## src/rtl/sclt_pkg.sv

```systemverilog
package sclt_pkg;

  typedef enum logic [2:0] {
    PH_IDLE  = 3'd0,
    PH_FREEW = 3'd1,
    PH_LOW   = 3'd2,
    PH_WAITH = 3'd3,
    PH_HIGH  = 3'd4,
    PH_SETUP = 3'd5,
    PH_HOLD  = 3'd6
  } sclt_phase_e;

  typedef enum logic [1:0] {
    OP_BIT     = 2'd0,
    OP_START   = 2'd1,
    OP_RESTART = 2'd2,
    OP_STOP    = 2'd3
  } sclt_op_e;

  // A programmed count of zero is treated as one cycle.
  function automatic int unsigned len_min1(input int unsigned v);
    return (v == 0) ? 1 : v;
  endfunction

  // High part of the period; at least one cycle.
  function automatic int unsigned high_len(input int unsigned period,
                                           input int unsigned low);
    int unsigned lo;
    lo = len_min1(low);
    return (period > lo) ? (period - lo) : 1;
  endfunction

  // Low-phase index at which SDA may change so that dsu cycles remain.
  function automatic int unsigned sda_index(input int unsigned low,
                                            input int unsigned dsu);
    int unsigned lo;
    int unsigned ds;
    lo = len_min1(low);
    ds = len_min1(dsu);
    return (ds >= lo) ? 0 : (lo - ds);
  endfunction

endpackage

```

## src/rtl/sclt_sync.sv

```systemverilog
module sclt_sync #(
  parameter int unsigned STAGES  = 2,
  parameter bit          RST_VAL = 1'b1
) (
  input  logic clk,
  input  logic rst_n,
  input  logic din,
  output logic dout
);

  generate
    if (STAGES <= 1) begin : g_one
      logic q;
      always_ff @(posedge clk or negedge rst_n) begin
        if (!rst_n) q <= RST_VAL;
        else        q <= din;
      end
      assign dout = q;
    end else begin : g_chain
      logic [STAGES-1:0] q;
      always_ff @(posedge clk or negedge rst_n) begin
        if (!rst_n) q <= {STAGES{RST_VAL}};
        else        q <= {q[STAGES-2:0], din};
      end
      assign dout = q[STAGES-1];
    end
  endgenerate

endmodule

```

## src/rtl/sclt_free_cnt.sv

```systemverilog
module sclt_free_cnt #(
  parameter int unsigned CNT_W = 16
) (
  input  logic             clk,
  input  logic             rst_n,
  input  logic             clr,
  input  logic             inc,
  output logic [CNT_W-1:0] count
);

  localparam logic [CNT_W-1:0] CNT_MAX = '1;
  localparam logic [CNT_W-1:0] ONE     = CNT_W'(1);

  logic [CNT_W-1:0] cnt_q;
  logic             at_max;

  assign at_max = (cnt_q == CNT_MAX);

  always_ff @(posedge clk or negedge rst_n) begin
    if (!rst_n)                cnt_q <= '0;
    else if (clr)              cnt_q <= '0;
    else if (inc && !at_max)   cnt_q <= cnt_q + ONE;
  end

  assign count = cnt_q;

  // a clear request empties the bus-free counter
  assert_free_clear_R8: assert property (@(posedge clk) disable iff (!rst_n)
    clr |=> (count == '0));

  // the bus-free counter never wraps
  assert_free_saturate_R6: assert property (@(posedge clk) disable iff (!rst_n)
    (inc && !clr && at_max) |=> (count == CNT_MAX));

endmodule

```

## src/rtl/sclt_phase_fsm.sv

```systemverilog
module sclt_phase_fsm
  import sclt_pkg::*;
#(
  parameter int unsigned CNT_W = 16
) (
  input  logic             clk,
  input  logic             rst_n,
  input  logic             run,
  input  logic             op_valid,
  input  logic [1:0]       op_code,
  input  logic             scl_sync,
  input  logic [CNT_W-1:0] cfg_period,
  input  logic [CNT_W-1:0] cfg_low,
  input  logic [CNT_W-1:0] cfg_cond,
  input  logic [CNT_W-1:0] cfg_dsu,
  input  logic [CNT_W-1:0] free_cnt,
  output logic             scl_drv,
  output logic             ready,
  output logic             stb_sda_set,
  output logic             stb_sample,
  output logic             stb_cond,
  output logic             stb_done,
  output logic             stretch,
  output logic             free_inc,
  output logic             stop_done
);

  localparam logic [CNT_W-1:0] ONE = CNT_W'(1);

  sclt_phase_e      phase_q, phase_d;
  sclt_op_e         op_q, op_d, op_in;
  logic [CNT_W-1:0] cnt_q, cnt_d;
  logic             owned_q, owned_d;

  // phase lengths from the arithmetic helpers
  logic [CNT_W-1:0] low_len, hi_len, cond_len, sda_idx;
  assign low_len  = CNT_W'(len_min1(32'(cfg_low)));
  assign hi_len   = CNT_W'(high_len(32'(cfg_period), 32'(cfg_low)));
  assign cond_len = CNT_W'(len_min1(32'(cfg_cond)));
  assign sda_idx  = CNT_W'(sda_index(32'(cfg_low), 32'(cfg_dsu)));

  // named events used by the next-state logic and the assertions
  logic low_last, high_last, cond_last, hold_last, op_legal, free_ok;
  assign op_in     = sclt_op_e'(op_code);
  assign low_last  = (cnt_q == low_len - ONE);
  assign high_last = (cnt_q == hi_len - ONE);
  assign cond_last = (cnt_q == cond_len - ONE);
  assign hold_last = (op_q == OP_STOP) ? (cnt_q == '0) : cond_last;
  assign op_legal  = (op_in == OP_START) ? !owned_q : owned_q;
  assign free_ok   = (free_cnt >= low_len);

  always_comb begin
    phase_d = phase_q;
    cnt_d   = cnt_q;
    op_d    = op_q;
    owned_d = owned_q;
    if (!run) begin
      phase_d = PH_IDLE;
      cnt_d   = '0;
      owned_d = 1'b0;
    end else begin
      unique case (phase_q)
        PH_IDLE: begin
          if (op_valid && op_legal) begin
            op_d    = op_in;
            cnt_d   = '0;
            phase_d = (op_in == OP_START) ? PH_FREEW : PH_LOW;
          end
        end
        PH_FREEW: begin
          if (free_ok) begin
            phase_d = PH_HOLD;
            cnt_d   = '0;
          end
        end
        PH_LOW: begin
          if (low_last) begin
            phase_d = PH_WAITH;
            cnt_d   = '0;
          end else begin
            cnt_d = cnt_q + ONE;
          end
        end
        PH_WAITH: begin
          if (scl_sync) begin
            phase_d = (op_q == OP_BIT) ? PH_HIGH : PH_SETUP;
            cnt_d   = '0;
          end
        end
        PH_HIGH: begin
          if (high_last) begin
            phase_d = PH_IDLE;
            cnt_d   = '0;
          end else begin
            cnt_d = cnt_q + ONE;
          end
        end
        PH_SETUP: begin
          if (cond_last) begin
            phase_d = PH_HOLD;
            cnt_d   = '0;
          end else begin
            cnt_d = cnt_q + ONE;
          end
        end
        PH_HOLD: begin
          if (hold_last) begin
            phase_d = PH_IDLE;
            cnt_d   = '0;
            owned_d = (op_q != OP_STOP);
          end else begin
            cnt_d = cnt_q + ONE;
          end
        end
        default: begin
          phase_d = PH_IDLE;
          cnt_d   = '0;
        end
      endcase
    end
  end

  always_ff @(posedge clk or negedge rst_n) begin
    if (!rst_n) begin
      phase_q <= PH_IDLE;
      cnt_q   <= '0;
      op_q    <= OP_BIT;
      owned_q <= 1'b0;
    end else begin
      phase_q <= phase_d;
      cnt_q   <= cnt_d;
      op_q    <= op_d;
      owned_q <= owned_d;
    end
  end

  // decoded outputs
  assign scl_drv     = !((phase_q == PH_LOW) || ((phase_q == PH_IDLE) && owned_q));
  assign ready       = run && (phase_q == PH_IDLE);
  assign stb_sda_set = run && (phase_q == PH_LOW) && (cnt_q == sda_idx);
  assign stb_sample  = run && (phase_q == PH_HIGH) && (cnt_q == '0);
  assign stb_cond    = run && (phase_q == PH_HOLD) && (cnt_q == '0);
  assign stb_done    = run && (((phase_q == PH_HIGH) && high_last) ||
                               ((phase_q == PH_HOLD) && hold_last));
  assign stretch     = run && (phase_q == PH_WAITH) && !scl_sync;
  assign free_inc    = run && ((phase_q == PH_IDLE) || (phase_q == PH_FREEW)) && !owned_q;
  assign stop_done   = run && (phase_q == PH_HOLD) && (op_q == OP_STOP) && hold_last;

  // the low-phase counter stays inside the programmed low count
  assert_low_bound_R2: assert property (@(posedge clk) disable iff (!rst_n)
    (phase_q == PH_LOW) |-> (cnt_q < low_len));

  // no high or setup count while the line is still held low
  assert_stretch_hold_R5: assert property (@(posedge clk) disable iff (!rst_n)
    (run && (phase_q == PH_WAITH) && !scl_sync) |=>
      ((phase_q != PH_HIGH) && (phase_q != PH_SETUP)));

  // an operation that does not fit the bus state leaves the generator idle
  assert_illegal_ignored_R9: assert property (@(posedge clk) disable iff (!rst_n)
    (run && (phase_q == PH_IDLE) && op_valid && !op_legal) |=>
      ((phase_q == PH_IDLE) && (owned_q == $past(owned_q))));

  // recovery returns to an idle, free bus
  assert_recovery_idle_R10: assert property (@(posedge clk) disable iff (!rst_n)
    !run |=> ((phase_q == PH_IDLE) && !owned_q));

  // a START hold never begins before the bus-free time is met
  assert_start_free_R6: assert property (@(posedge clk) disable iff (!rst_n)
    (run && (phase_q == PH_FREEW) && !free_ok) |=> (phase_q != PH_HOLD));

endmodule

```

## src/rtl/i2c_scl_timer.sv

```systemverilog
module i2c_scl_timer #(
  parameter int unsigned CNT_W       = 16,
  parameter int unsigned SYNC_STAGES = 2
) (
  input  logic             clk,
  input  logic             rst_n,
  input  logic [CNT_W-1:0] cfg_period,
  input  logic [CNT_W-1:0] cfg_low,
  input  logic [CNT_W-1:0] cfg_cond,
  input  logic [CNT_W-1:0] cfg_dsu,
  input  logic             ctl_run,
  input  logic             ctl_scl_rel,
  input  logic             op_valid,
  input  logic [1:0]       op_code,
  output logic             op_ready,
  input  logic             sda_drv_i,
  input  logic             scl_in,
  input  logic             sda_in,
  output logic             scl_out,
  output logic             stb_sda_set,
  output logic             stb_sample,
  output logic             stb_cond,
  output logic             stb_done,
  output logic             stretch,
  output logic [3:0]       mon
);

  logic scl_s, sda_s;
  logic scl_drv, free_inc, stop_done, free_clr;
  logic [CNT_W-1:0] free_cnt;

  sclt_sync #(.STAGES(SYNC_STAGES), .RST_VAL(1'b1)) u_scl_sync (
    .clk(clk), .rst_n(rst_n), .din(scl_in), .dout(scl_s)
  );

  sclt_sync #(.STAGES(SYNC_STAGES), .RST_VAL(1'b1)) u_sda_sync (
    .clk(clk), .rst_n(rst_n), .din(sda_in), .dout(sda_s)
  );

  sclt_phase_fsm #(.CNT_W(CNT_W)) u_fsm (
    .clk        (clk),
    .rst_n      (rst_n),
    .run        (ctl_run),
    .op_valid   (op_valid),
    .op_code    (op_code),
    .scl_sync   (scl_s),
    .cfg_period (cfg_period),
    .cfg_low    (cfg_low),
    .cfg_cond   (cfg_cond),
    .cfg_dsu    (cfg_dsu),
    .free_cnt   (free_cnt),
    .scl_drv    (scl_drv),
    .ready      (op_ready),
    .stb_sda_set(stb_sda_set),
    .stb_sample (stb_sample),
    .stb_cond   (stb_cond),
    .stb_done   (stb_done),
    .stretch    (stretch),
    .free_inc   (free_inc),
    .stop_done  (stop_done)
  );

  assign free_clr = !ctl_run || stop_done;

  sclt_free_cnt #(.CNT_W(CNT_W)) u_free (
    .clk(clk), .rst_n(rst_n), .clr(free_clr), .inc(free_inc), .count(free_cnt)
  );

  // recovery override of the clock drive
  assign scl_out = ctl_run ? scl_drv : ctl_scl_rel;

  // monitor word: SDA drive, SDA live, SCL drive, SCL live
  assign mon = {sda_drv_i, sda_s, scl_out, scl_s};

  // after a STOP completes the clock stays released
  assert_stop_release_R8: assert property (@(posedge clk) disable iff (!rst_n)
    (stop_done && ctl_run) |=> (ctl_run ? scl_out : 1'b1));

endmodule

```

## config.mk

```make
export PLATFORM = sky130hd
export DESIGN_NAME = i2c_scl_timer
export DESIGN_NICKNAME = d
export VERILOG_FILES = /design/src/rtl/sclt_pkg.sv /design/src/rtl/sclt_sync.sv /design/src/rtl/sclt_free_cnt.sv /design/src/rtl/sclt_phase_fsm.sv /design/src/rtl/i2c_scl_timer.sv
export SDC_FILE = /design/constraint.sdc
export NUM_CORES = 1
export LEC_CHECK = 0
export BUFFER_PORTS_ARGS = -buffer_cell sky130_fd_sc_hd__buf_2
export CAP_MARGIN = 20
export CORE_MARGIN = 2
export CORE_UTILIZATION = 25
export CTS_BUF_LIST = sky130_fd_sc_hd__clkbuf_16
export CTS_CLUSTER_DIAMETER = 40
export DETAILED_ROUTE_END_ITERATION = 16
export GPL_TIMING_DRIVEN = 0
export SYNTH_ARGS = -nofsm -noshare
export SYNTH_HDL_FRONTEND = slang
export SYNTH_SLANG_ARGS = --single-unit
```

## constraint.sdc

```tcl
create_clock -name clk -period 6.5 [get_ports clk]
set_input_delay 0.975 -clock clk [delete_from_list [all_inputs] [get_ports clk]]
set_output_delay 0.975 -clock clk [all_outputs]
set_load 0.05 [all_outputs]
```

==> flow_results.xml, run 1 <==
<?xml version="1.0" encoding="UTF-8"?>
<metrics>
  <group name="run_status">
    <metric name="run_status" unit="">complete, but fails checks</metric>
    <metric name="violations" unit="">setup timing</metric>
  </group>
  <group name="synthesis">
    <metric name="number_of_register_bits_inferred_by_synthesis" unit="">42</metric>
    <metric name="async_flop_share" unit="%">100</metric>
    <metric name="synth_seq_area_share" unit="%">14.3</metric>
    <metric name="synthesis.yosys.warnings" unit="">0</metric>
    <metric name="netlist_instances" unit="">994</metric>
    <metric name="synth_top_area_cell" unit="">sky130_fd_sc_hd__dfrtp_1</metric>
    <metric name="yosysUniqueCellTypes" unit="">92</metric>
    <metric name="synth_nets" unit="">1139</metric>
    <metric name="post-synth-top-area-fraction" unit="%">12.9</metric>
    <metric name="synth_area_leaders" unit="">sky130_fd_sc_hd__dfrtp_1 (13%), sky130_fd_sc_hd__ha_1 (12%), sky130_fd_sc_hd__xnor2_1 (4.9%)</metric>
    <metric name="syn-cell-area" unit="mm^2">0.00740</metric>
    <metric name="synth.avg_cell_area" unit="um^2">7.44</metric>
    <metric name="synth-edff-count" unit="">0</metric>
    <metric name="synth_top_flop_cell" unit="">sky130_fd_sc_hd__dfrtp_1</metric>
  </group>
  <group name="critical_path">
    <metric name="worst_ep_arrival_time" unit="ns">5.56</metric>
    <metric name="rr_worst_depth" unit="">14</metric>
    <metric name="r2r-end" unit="">u_fsm.cnt_q[9]</metric>
    <metric name="critical_path.max_stage_delay" unit="ns">0.34</metric>
    <metric name="cp_slowest_cell" unit="">sky130_fd_sc_hd__fa_2</metric>
    <metric name="setup.worst_path.start_class" unit="">input pin</metric>
    <metric name="worst-endpoint-required" unit="ns">5.52</metric>
    <metric name="setup.worst_path.end_class" unit="">primary output</metric>
    <metric name="rr_startpoint" unit="">u_fsm.cnt_q[2]</metric>
    <metric name="timing.critical_path.mode_cell" unit="">sky130_fd_sc_hd__buf_6</metric>
    <metric name="worstPathMaxFanout" unit="">9</metric>
    <metric name="timing.reg2reg.setup_slack" unit="ns">2.15</metric>
    <metric name="timing.setup.critical_path_class" unit="">in2out</metric>
  </group>
  <group name="final_layout">
    <metric name="final_area" unit="mm^2">0.00895</metric>
    <metric name="proportion_of_layout_cells_with_a_drive_suffix_above_1" unit="%">18.3</metric>
    <metric name="multi_input_comb_area" unit="mm^2">0.00601</metric>
    <metric name="most_frequent_cells_in_the_layout" unit="">sky130_fd_sc_hd__nor2_1 (87), sky130_fd_sc_hd__buf_2 (75), sky130_fd_sc_hd__ha_1 (67)</metric>
    <metric name="fillCellCount" unit="">3115</metric>
    <metric name="areaGrowthSynthToFinish" unit="%">21.0</metric>
    <metric name="final_common_cell" unit="">sky130_fd_sc_hd__nor2_1</metric>
    <metric name="num_antenna_cells" unit="">0</metric>
    <metric name="regArea" unit="mm^2">0.00106</metric>
    <metric name="fin_nets" unit="">1247</metric>
  </group>
  <group name="clock_tree">
    <metric name="clock_latency" unit="ns">0.30</metric>
    <metric name="clk_pin_slew" unit="ns">0.06</metric>
    <metric name="cts-root-buf" unit="">sky130_fd_sc_hd__clkbuf_16</metric>
    <metric name="tritoncts" unit="">done</metric>
    <metric name="cts.path.max_buffers" unit="">2</metric>
    <metric name="clock_tree.htree_level_count" unit="">2</metric>
    <metric name="cts_buffers" unit="">5</metric>
    <metric name="tritoncts_num_sinks" unit="">42</metric>
    <metric name="ctsHoldBuffers" unit="">0</metric>
  </group>
  <group name="power">
    <metric name="share_seq_of_total_power" unit="%">20.0</metric>
    <metric name="internal_power" unit="mW">0.846</metric>
    <metric name="comb_power_share" unit="%">61.0</metric>
    <metric name="worst_ir_drop_vdd" unit="mV">0.171</metric>
    <metric name="power.net_switching" unit="mW">0.723</metric>
    <metric name="power.clock.fraction" unit="%">19.0</metric>
    <metric name="sw_frac_of_total" unit="%">46.1</metric>
    <metric name="design_power_total" unit="mW">1.57</metric>
    <metric name="power.density" unit="mW/mm^2">175</metric>
    <metric name="p_leak" unit="nW">3.85</metric>
  </group>
  <group name="floorplan">
    <metric name="floorplan.core_area" unit="mm^2">0.0289</metric>
    <metric name="ios" unit="">85</metric>
    <metric name="die_w" unit="um">176</metric>
    <metric name="row_count" unit="">62</metric>
    <metric name="die_h" unit="um">176</metric>
    <metric name="die-area" unit="mm^2">0.0310</metric>
    <metric name="initial_core_util" unit="%">25.6</metric>
  </group>
  <group name="sta">
    <metric name="max_slew.worst_pin.slew" unit="ns">0.948</metric>
    <metric name="fin_skew" unit="ns">0.00731</metric>
    <metric name="hold_violations" unit="">0</metric>
    <metric name="maxClockFrequency" unit="MHz">153</metric>
    <metric name="postLayoutSetupSlackWorst" unit="ns">-0.0347</metric>
    <metric name="fin_crit_sh" unit="%">101</metric>
    <metric name="slew_headroom" unit="%">36.3</metric>
    <metric name="finalSetupViolations" unit="">1</metric>
    <metric name="grt_setup_unrepaired" unit="">yes</metric>
    <metric name="timing.hold.ws" unit="ns">0.356</metric>
    <metric name="period_needed" unit="ns">6.53</metric>
    <metric name="timing.final.max_slew_violations" unit="">0</metric>
  </group>
  <group name="route">
    <metric name="ant_nets_after_route" unit="">0</metric>
    <metric name="drt_iter0_markers" unit="">637</metric>
    <metric name="num_vias" unit="">7796</metric>
    <metric name="mean_routed_wirelength_per_cell" unit="um">17.0</metric>
    <metric name="drc" unit="">0</metric>
    <metric name="routed_wirelength" unit="um">25300</metric>
    <metric name="drtPass1Iterations" unit="">5</metric>
    <metric name="via_per_inst" unit="">5.24</metric>
  </group>
  <group name="placed_design">
    <metric name="io_buffer_count" unit="">82</metric>
    <metric name="preCtsSetupSlack" unit="ns">-1.13</metric>
    <metric name="dp_hpwl" unit="um">20300</metric>
    <metric name="routabilityCongestion" unit="">0.893</metric>
    <metric name="post_dp_cell_area" unit="mm^2">0.00834</metric>
  </group>
  <group name="min_path">
    <metric name="worst_min_path_start" unit="">u_sda_sync.g_chain.q[0]</metric>
    <metric name="hold_path_end" unit="">u_sda_sync.g_chain.q[1]</metric>
    <metric name="min_delay_path_depth" unit="">0</metric>
    <metric name="hp-class" unit="">reg2reg</metric>
  </group>
  <group name="global_route">
    <metric name="gr-usage-all-layers" unit="%">16.2</metric>
    <metric name="first_global_vias" unit="">7256</metric>
    <metric name="antenna_found_initial" unit="">1</metric>
    <metric name="grt_overflow_total" unit="">0</metric>
    <metric name="grt_max_degree" unit="">43</metric>
    <metric name="first_pass_grt_wire_length" unit="um">40000</metric>
  </group>
  <group name="job">
    <metric name="timing.max_cap.violations" unit="">0</metric>
  </group>
</metrics>
worst max path at each step:
stage	from	to	slack [ns]	cells after the start
floorplan	cfg_low[3]	stb_done	0.01	26
global placement	cfg_low[15]	stb_done	-1.20	28
detailed placement	cfg_low[15]	stb_done	-1.13	28
CTS	cfg_low[15]	stb_done	-0.04	28
global route	cfg_low[15]	stb_done	-0.19	25
finish	cfg_low[15]	stb_done	-0.03	27
synth_stat cells (16+ instances only):
cell and number:
sky130_fd_sc_hd__nor2_1 89, sky130_fd_sc_hd__ha_1 69, sky130_fd_sc_hd__clkbuf_1 63, sky130_fd_sc_hd__a21oi_1 62
sky130_fd_sc_hd__nand2_1 57, sky130_fd_sc_hd__inv_1 56, sky130_fd_sc_hd__nand3_1 43, sky130_fd_sc_hd__xnor2_1 41
sky130_fd_sc_hd__dfrtp_1 38, sky130_fd_sc_hd__o21ai_0 38, sky130_fd_sc_hd__xor2_1 37, sky130_fd_sc_hd__nor3_1 33
sky130_fd_sc_hd__a21o_1 23, sky130_fd_sc_hd__and3_1 20, sky130_fd_sc_hd__mux2i_1 18, sky130_fd_sc_hd__nor4_1 18
sky130_fd_sc_hd__or3_1 18, sky130_fd_sc_hd__nand2b_1 16
layout make-up:
cell class                      count  share of cell area, %
Buffer                             79                   4.05
Inverter                           57                   2.57
Multi-Input combinational cell    815                   67.1
Clock buffer                        5                   1.40
Sequential cell                    42                   11.8
Clock inverter                      3                  0.489
Timing Repair Buffer              102                   7.20
Tap cell                          384                   5.37
routing by layer:
metal / vias to the layer above / track usage (%) / share of wire [%]
met4: 2 / 4.41 / 2.9
met1: 3696 / 22.4 / 46
li1: 3850 / - / -
met5: - / 0 / 0.051
met2: 216 / 26.1 / 45
met3: 32 / 2.61 / 6.0
critical path: cells and delay by family:
| kind | cells | cell delay (ns) |
|---|---|---|
| fa+ha+maj | 3 | 0.64 |
| simple gates | 10 | 1.80 |
| buf+inv | 7 | 0.74 |
| compound gates | 7 | 1.43 |
sequential cells by signal, summed over array words and instances, names as in the netlist:
signal / count
u_fsm.phase_q: 3
u_fsm.op_q: 2
u_scl_sync.g_chain.q: 2
u_fsm.cnt_q: 16
u_sda_sync.g_chain.q: 2
u_free.count: 16
u_fsm.owned_q: 1
power groups by stage:
stage	clock network, mW	logic [mW]	registers, mW
floorplan	0	0.661	0.312
global placement	0	0.884	0.318
detailed placement	0	0.891	0.318
CTS	0.307	0.924	0.313
global route	0.317	1.05	0.318
finish	0.299	0.956	0.314
through the flow:
stage	setup TNS (ns)	instances	util (%)
6_report	-0.0347	1487	30.9
5_1_grt	-0.211	1487	30.9
4_1_cts	-0.0367	1480	30.3
3_5_place_dp	-6.90	1460	28.8
3_3_place_gp	-8.15	1460	28.8
2_1_floorplan	0	994	-
what timing repair did:
action	4_1_cts	5_1_grt
endpoints found under the setup margin	14	2
pin swaps	19	22
buffers inserted	13	7
gates resized for setup	36	29
hold endpoints to repair	0	0
cell families (layout without fill, tap and decap cells):
group	count (synthesis)	in the layout	synth area share (%)
and+or+nand+nor	371	371	26.4
buffers and inverters	137	246	7.68
muxes	26	26	3.65
xor gates and xnor gates	81	81	10.1
DFF	42	42	14.3
AOI/OAI and AO/OA	266	266	25.7
adders and majority gates	71	71	12.2
(Power assumes the default switching activity.)
==> inputs of run 2 (changes only) <==
--- a/config.mk
+++ b/config.mk
@@ -13,6 +13,7 @@
 export CTS_CLUSTER_DIAMETER = 40
 export DETAILED_ROUTE_END_ITERATION = 16
 export GPL_TIMING_DRIVEN = 0
+export SETUP_SLACK_MARGIN = 0.15
 export SYNTH_ARGS = -nofsm -noshare
 export SYNTH_HDL_FRONTEND = slang
 export SYNTH_SLANG_ARGS = --single-unit
==> flow_results.xml, run 2 (synthesized netlist as in run 1, its figures left out) <==
<?xml version="1.0" encoding="UTF-8"?>
<metrics>
  <group name="sta">
    <metric name="fin_crit_sh" unit="%">99.6</metric>
    <metric name="max_slew.worst_pin.slew" unit="ns">0.887</metric>
    <metric name="slew_headroom" unit="%">40.4</metric>
    <metric name="hold_violations" unit="">0</metric>
    <metric name="maxClockFrequency" unit="MHz">155</metric>
    <metric name="grt_setup_unrepaired" unit="">yes</metric>
    <metric name="period_needed" unit="ns">6.47</metric>
    <metric name="finalSetupViolations" unit="">0</metric>
    <metric name="timing.final.max_slew_violations" unit="">0</metric>
    <metric name="fin_skew" unit="ns">0.00536</metric>
    <metric name="setup_tns" unit="ns">0</metric>
  </group>
  <group name="critical_path">
    <metric name="worst-endpoint-required" unit="ns">5.52</metric>
    <metric name="cp_slowest_cell" unit="">sky130_fd_sc_hd__a221o_1</metric>
    <metric name="timing.reg2reg.setup_slack" unit="ns">2.18</metric>
    <metric name="timing.setup.critical_path_class" unit="">in2out</metric>
    <metric name="worstPathMaxFanout" unit="">9</metric>
    <metric name="worst_ep_arrival_time" unit="ns">5.50</metric>
    <metric name="setup.worst_path.start_class" unit="">input pin</metric>
    <metric name="setup.worst_path.end_class" unit="">primary output</metric>
    <metric name="critical_path.max_stage_delay" unit="ns">0.37</metric>
  </group>
  <group name="route">
    <metric name="drtPass1Iterations" unit="">5</metric>
    <metric name="drc" unit="">0</metric>
    <metric name="routed_wirelength" unit="um">25400</metric>
    <metric name="mean_routed_wirelength_per_cell" unit="um">17.0</metric>
    <metric name="drt_iter0_markers" unit="">682</metric>
    <metric name="via_per_inst" unit="">5.30</metric>
    <metric name="ant_nets_after_route" unit="">0</metric>
    <metric name="num_vias" unit="">7915</metric>
  </group>
  <group name="power">
    <metric name="worst_ir_drop_vdd" unit="mV">0.218</metric>
    <metric name="p_leak" unit="nW">3.88</metric>
    <metric name="power.density" unit="mW/mm^2">171</metric>
  </group>
  <group name="job">
    <metric name="timing.max_cap.violations" unit="">0</metric>
  </group>
  <group name="clock_tree">
    <metric name="ctsHoldBuffers" unit="">0</metric>
    <metric name="cts_buffers" unit="">5</metric>
    <metric name="clk_pin_slew" unit="ns">0.06</metric>
    <metric name="cts.path.max_buffers" unit="">2</metric>
    <metric name="cts-root-buf" unit="">sky130_fd_sc_hd__clkbuf_16</metric>
    <metric name="tritoncts_num_sinks" unit="">42</metric>
    <metric name="clock_tree.htree_level_count" unit="">2</metric>
    <metric name="tritoncts" unit="">done</metric>
    <metric name="clock_latency" unit="ns">0.30</metric>
  </group>
  <group name="global_route">
    <metric name="first_global_vias" unit="">7238</metric>
    <metric name="grt_overflow_total" unit="">0</metric>
    <metric name="grt_max_degree" unit="">43</metric>
    <metric name="first_pass_grt_wire_length" unit="um">39600</metric>
    <metric name="gr-usage-all-layers" unit="%">16.1</metric>
    <metric name="antenna_found_initial" unit="">1</metric>
  </group>
  <group name="final_layout">
    <metric name="proportion_of_layout_cells_with_a_drive_suffix_above_1" unit="%">19.0</metric>
    <metric name="num_antenna_cells" unit="">0</metric>
    <metric name="fin_nets" unit="">1254</metric>
    <metric name="areaGrowthSynthToFinish" unit="%">21.8</metric>
    <metric name="final_common_cell" unit="">sky130_fd_sc_hd__nor2_1</metric>
    <metric name="fillCellCount" unit="">3092</metric>
    <metric name="final_area" unit="mm^2">0.00901</metric>
    <metric name="most_frequent_cells_in_the_layout" unit="">sky130_fd_sc_hd__nor2_1 (88), sky130_fd_sc_hd__buf_2 (73), sky130_fd_sc_hd__ha_1 (67)</metric>
  </group>
  <group name="min_path">
    <metric name="hp-class" unit="">reg2reg</metric>
  </group>
  <group name="floorplan">
    <metric name="die_w" unit="um">176</metric>
    <metric name="row_count" unit="">62</metric>
    <metric name="floorplan.core_area" unit="mm^2">0.0289</metric>
    <metric name="initial_core_util" unit="%">25.6</metric>
    <metric name="die-area" unit="mm^2">0.0310</metric>
    <metric name="die_h" unit="um">176</metric>
    <metric name="ios" unit="">85</metric>
  </group>
  <group name="placed_design">
    <metric name="routabilityCongestion" unit="">0.949</metric>
    <metric name="dp_hpwl" unit="um">20200</metric>
    <metric name="io_buffer_count" unit="">82</metric>
    <metric name="post_dp_cell_area" unit="mm^2">0.00835</metric>
  </group>
  <group name="run_status">
    <metric name="run_status" unit="">finished, final reports clean</metric>
  </group>
</metrics>
[run 2: area by class of cell]
cell class	count	area [um^2]	share of cell area [%]
multi-input combinational	815	6030	67.0
sequential	42	1060	11.7
timing repair buffer	108	691	7.67
tap	384	480	5.33
buffer	80	374	4.15
inverter	57	230	2.56
clock buffer	5	125	1.39
clock inverter	3	17.5	0.194
[run 2: routing by layer]
| metal | GRT usage (%) | routed length (um) |
|---|---|---|
| met5 | 0 | 13 |
| met2 | 25.2 | 11100 |
| met4 | 6.44 | 1030 |
| met3 | 3.04 | 1900 |
| met1 | 21.8 | 11400 |
[run 2: path summary, 6_finish.rpt]
kind / cells past startpoint / startpoint / end
worst max register to register: 14 / u_fsm.cnt_q[2] / u_fsm.phase_q[2]
max in group asynchronous: 2 / rst_n / u_scl_sync.g_chain.q[0]
worst max-delay path: 28 / cfg_low[15] / stb_done
min in group asynchronous: 1 / rst_n / u_free.count[9]
worst min register to register: 0 / u_scl_sync.g_chain.q[0] / u_scl_sync.g_chain.q[1]
worst min-delay path: 0 / u_scl_sync.g_chain.q[0] / u_scl_sync.g_chain.q[1]
[run 2: metrics by stage]
| step | hold WS [ns] | worst slack (ns) | cells | util, % | total power, mW |
|---|---|---|---|---|---|
| after floorplan | 0.345 | 0.187 | 994 | - | 0.974 |
| after global placement | 0.346 | -0.966 | 1460 | 28.9 | 1.20 |
| after detailed placement | 0.349 | -0.966 | 1460 | 28.9 | 1.21 |
| after CTS | 0.359 | -0.0949 | 1489 | 30.7 | 1.51 |
| after global routing | 0.362 | -0.212 | 1494 | 31.1 | 1.65 |
| final | 0.356 | 0.0282 | 1494 | 31.1 | 1.54 |
[run 2: power by group]
part	switching (mW)	total, mW	internal [mW]	leakage, nW
logic	0.589	0.972	0.383	3.24
clock network	0.114	0.255	0.141	0.0750
registers	0.0267	0.316	0.289	0.564
[run 2: worst max-delay path: cells and delay by family]
kind	cells	cell delay, ns
compound gates	7	1.40
simple gates	9	1.35
buf+inv	9	1.11
fa+ha+maj	3	0.65
[run 2: repair_timing]
item                                    in CTS  in global routing
pin swaps                                   24                 16
gates cloned                                 0                  0
buffers inserted                            21                  4
resized for setup                           51                 16
endpoints found under the setup margin      15                  2
==> inputs of run 3 (changes only) <==
==> constraint.sdc (replaced) <==
create_clock -name clk -period 6.25 [get_ports clk]
set_input_delay 0.9375 -clock clk [delete_from_list [all_inputs] [get_ports clk]]
set_output_delay 0.9375 -clock clk [all_outputs]
set_load 0.05 [all_outputs]
==> flow_results.xml, run 3 (synthesized netlist as in run 1, its figures left out) <==
<?xml version="1.0" encoding="UTF-8"?>
<metrics>
  <group name="run_status">
    <metric name="run_status" unit="">complete, but fails checks</metric>
    <metric name="violations" unit="">setup timing</metric>
  </group>
  <group name="route">
    <metric name="drt_iter0_markers" unit="">654</metric>
    <metric name="drc" unit="">0</metric>
    <metric name="mean_routed_wirelength_per_cell" unit="um">17.2</metric>
    <metric name="num_vias" unit="">7951</metric>
    <metric name="ant_nets_after_route" unit="">0</metric>
    <metric name="drtPass1Iterations" unit="">6</metric>
    <metric name="routed_wirelength" unit="um">25900</metric>
    <metric name="via_per_inst" unit="">5.28</metric>
  </group>
  <group name="power">
    <metric name="power.density" unit="mW/mm^2">177</metric>
    <metric name="comb_power_share" unit="%">63.1</metric>
    <metric name="share_seq_of_total_power" unit="%">20.1</metric>
    <metric name="power.net_switching" unit="mW">0.767</metric>
    <metric name="sw_frac_of_total" unit="%">47.2</metric>
    <metric name="worst_ir_drop_vdd" unit="mV">0.160</metric>
    <metric name="power.clock.fraction" unit="%">16.8</metric>
    <metric name="internal_power" unit="mW">0.859</metric>
    <metric name="p_leak" unit="nW">3.96</metric>
  </group>
  <group name="floorplan">
    <metric name="die_w" unit="um">176</metric>
    <metric name="ios" unit="">85</metric>
    <metric name="die-area" unit="mm^2">0.0310</metric>
    <metric name="floorplan.core_area" unit="mm^2">0.0289</metric>
    <metric name="die_h" unit="um">176</metric>
    <metric name="row_count" unit="">62</metric>
    <metric name="initial_core_util" unit="%">25.6</metric>
  </group>
  <group name="placed_design">
    <metric name="routabilityCongestion" unit="">0.898</metric>
    <metric name="dp_hpwl" unit="um">20400</metric>
    <metric name="io_buffer_count" unit="">82</metric>
    <metric name="dpl.cell_count" unit="">1460</metric>
  </group>
  <group name="global_route">
    <metric name="grt_max_degree" unit="">43</metric>
    <metric name="gr-usage-all-layers" unit="%">16.4</metric>
    <metric name="grt_overflow_total" unit="">0</metric>
    <metric name="first_pass_grt_wire_length" unit="um">40400</metric>
    <metric name="antenna_found_initial" unit="">0</metric>
    <metric name="first_global_vias" unit="">7535</metric>
  </group>
  <group name="final_layout">
    <metric name="final_instance_count_excl_fillers" unit="">1505</metric>
    <metric name="num_antenna_cells" unit="">0</metric>
    <metric name="proportion_of_layout_cells_with_a_drive_suffix_above_1" unit="%">20.3</metric>
    <metric name="finish.utilization" unit="%">31.7</metric>
    <metric name="most_frequent_cells_in_the_layout" unit="">sky130_fd_sc_hd__nor2_1 (85), sky130_fd_sc_hd__buf_2 (71), sky130_fd_sc_hd__ha_1 (67)</metric>
    <metric name="final_common_cell" unit="">sky130_fd_sc_hd__nor2_1</metric>
    <metric name="fin_nets" unit="">1265</metric>
    <metric name="areaGrowthSynthToFinish" unit="%">24.1</metric>
  </group>
  <group name="job">
    <metric name="timing.max_cap.violations" unit="">0</metric>
  </group>
  <group name="critical_path">
    <metric name="critical_path.max_stage_delay" unit="ns">0.46</metric>
    <metric name="worst-endpoint-required" unit="ns">5.31</metric>
    <metric name="dominant_delay_contributor_by_cell_family_on_the_critical_path" unit="">simple AND/OR/NAND/NOR gates</metric>
    <metric name="cp_slowest_cell" unit="">sky130_fd_sc_hd__nor4_2</metric>
    <metric name="cp_num_buf_inv" unit="">9</metric>
    <metric name="setup.worst_path.start_class" unit="">input pin</metric>
    <metric name="timing.setup.critical_path_class" unit="">in2out</metric>
    <metric name="timing.critical_path.mode_cell" unit="">sky130_fd_sc_hd__buf_8</metric>
    <metric name="setup.worst_path.end_class" unit="">primary output</metric>
    <metric name="worstPathMaxFanout" unit="">7</metric>
    <metric name="worst_ep_arrival_time" unit="ns">5.52</metric>
  </group>
  <group name="clock_tree">
    <metric name="cts_buffers" unit="">5</metric>
    <metric name="ctsHoldBuffers" unit="">0</metric>
    <metric name="cts.path.max_buffers" unit="">2</metric>
    <metric name="clock_latency" unit="ns">0.30</metric>
    <metric name="tritoncts" unit="">done</metric>
    <metric name="tritoncts_num_sinks" unit="">42</metric>
    <metric name="cts-root-buf" unit="">sky130_fd_sc_hd__clkbuf_16</metric>
    <metric name="clk_pin_slew" unit="ns">0.07</metric>
    <metric name="clock_tree.htree_level_count" unit="">2</metric>
  </group>
  <group name="sta">
    <metric name="maxClockFrequency" unit="MHz">155</metric>
    <metric name="hold_violations" unit="">0</metric>
    <metric name="postLayoutSetupSlackWorst" unit="ns">-0.203</metric>
    <metric name="fin_crit_sh" unit="%">103</metric>
    <metric name="timing.final.max_slew_violations" unit="">0</metric>
    <metric name="finalSetupViolations" unit="">1</metric>
    <metric name="setup_tns" unit="ns">-0.203</metric>
    <metric name="max_slew.worst_pin.slew" unit="ns">1.03</metric>
    <metric name="period_needed" unit="ns">6.45</metric>
    <metric name="grt_setup_unrepaired" unit="">yes</metric>
    <metric name="slew_headroom" unit="%">30.8</metric>
    <metric name="fin_skew" unit="ns">0.00712</metric>
  </group>
  <group name="min_path">
    <metric name="hp-class" unit="">reg2reg</metric>
  </group>
</metrics>
[run 3: power groups by stage]
stage          Combinational (mW)  Sequential, mW  Clock, mW
6_report                     1.03           0.328      0.272
5_1_grt                      1.12           0.332      0.287
4_1_cts                     0.990           0.326      0.279
3_5_place_dp                0.937           0.331          0
2_1_floorplan               0.694           0.325          0
3_3_place_gp                0.928           0.330          0
[run 3: worst paths after layout]
check                                        start                 endpoint  slack (ns)  cells after the start
setup / recovery                       cfg_low[12]                 stb_done       -0.20                     25
hold reg to reg            u_scl_sync.g_chain.q[0]  u_scl_sync.g_chain.q[1]        0.36                      0
min in group asynchronous                    rst_n         u_free.count[13]        0.79                      1
setup reg to reg                    u_fsm.cnt_q[2]          u_fsm.cnt_q[10]        1.75                     14
hold / removal             u_scl_sync.g_chain.q[0]  u_scl_sync.g_chain.q[1]        0.36                      0
max in group asynchronous                    rst_n           u_fsm.cnt_q[3]        4.85                      1
[run 3: routing by layer]
metal	wire (um)	GRT usage, %	vias up
met4	1120	7.06	0
met5	0	0	-
li1	-	-	3879
met1	11500	21.8	3756
met2	11600	25.7	262
met3	1700	3.25	54
[run 3: worst reg2reg max path, stage by stage, from the launching register on]
cell	delay, ns
sky130_fd_sc_hd__dfrtp_1	0.32
sky130_fd_sc_hd__clkbuf_1	0.45
sky130_fd_sc_hd__nand2b_1	0.21
sky130_fd_sc_hd__a21oi_1	0.08
sky130_fd_sc_hd__a311oi_1	0.25
sky130_fd_sc_hd__a31oi_1	0.08
sky130_fd_sc_hd__nor4_1	0.37
sky130_fd_sc_hd__o2111ai_1	0.17
sky130_fd_sc_hd__nor3_1	0.85
sky130_fd_sc_hd__a2111oi_0	0.27
sky130_fd_sc_hd__or3_1	0.44
sky130_fd_sc_hd__clkbuf_1	0.31
sky130_fd_sc_hd__a31o_2	0.32
sky130_fd_sc_hd__o21ai_0	0.16
sky130_fd_sc_hd__o31ai_1	0.10
[run 3: area by class of cell]
type	count	area [um^2]
tap	384	480
clock buffer	5	125
inverter	57	229
buffer	80	380
timing repair buffer	119	837
fill	3100	19800
clock inverter	3	25.0
sequential	42	1060
multi-input combinational	815	6050
[run 3: repair_timing]
| action | 4_1_cts | 5_1_grt |
|---|---|---|
| pin swaps | 26 | 19 |
| setup endpoints to repair | 18 | 14 |
| gates resized for setup | 60 | 15 |
| buffers inserted | 32 | 5 |
[run 3: per-stage QoR]
step / hold WS, ns / worst slack (ns) / instance area, um^2 / total power, mW
after floorplan: 0.345 / 0.131 / 7530 / 1.02
after global placement: 0.347 / -1.05 / 8420 / 1.26
after detailed placement: 0.350 / -1.06 / 8420 / 1.27
after CTS: 0.360 / -0.233 / 9060 / 1.60
after global routing: 0.363 / -0.420 / 9180 / 1.74
final: 0.358 / -0.203 / 9180 / 1.63
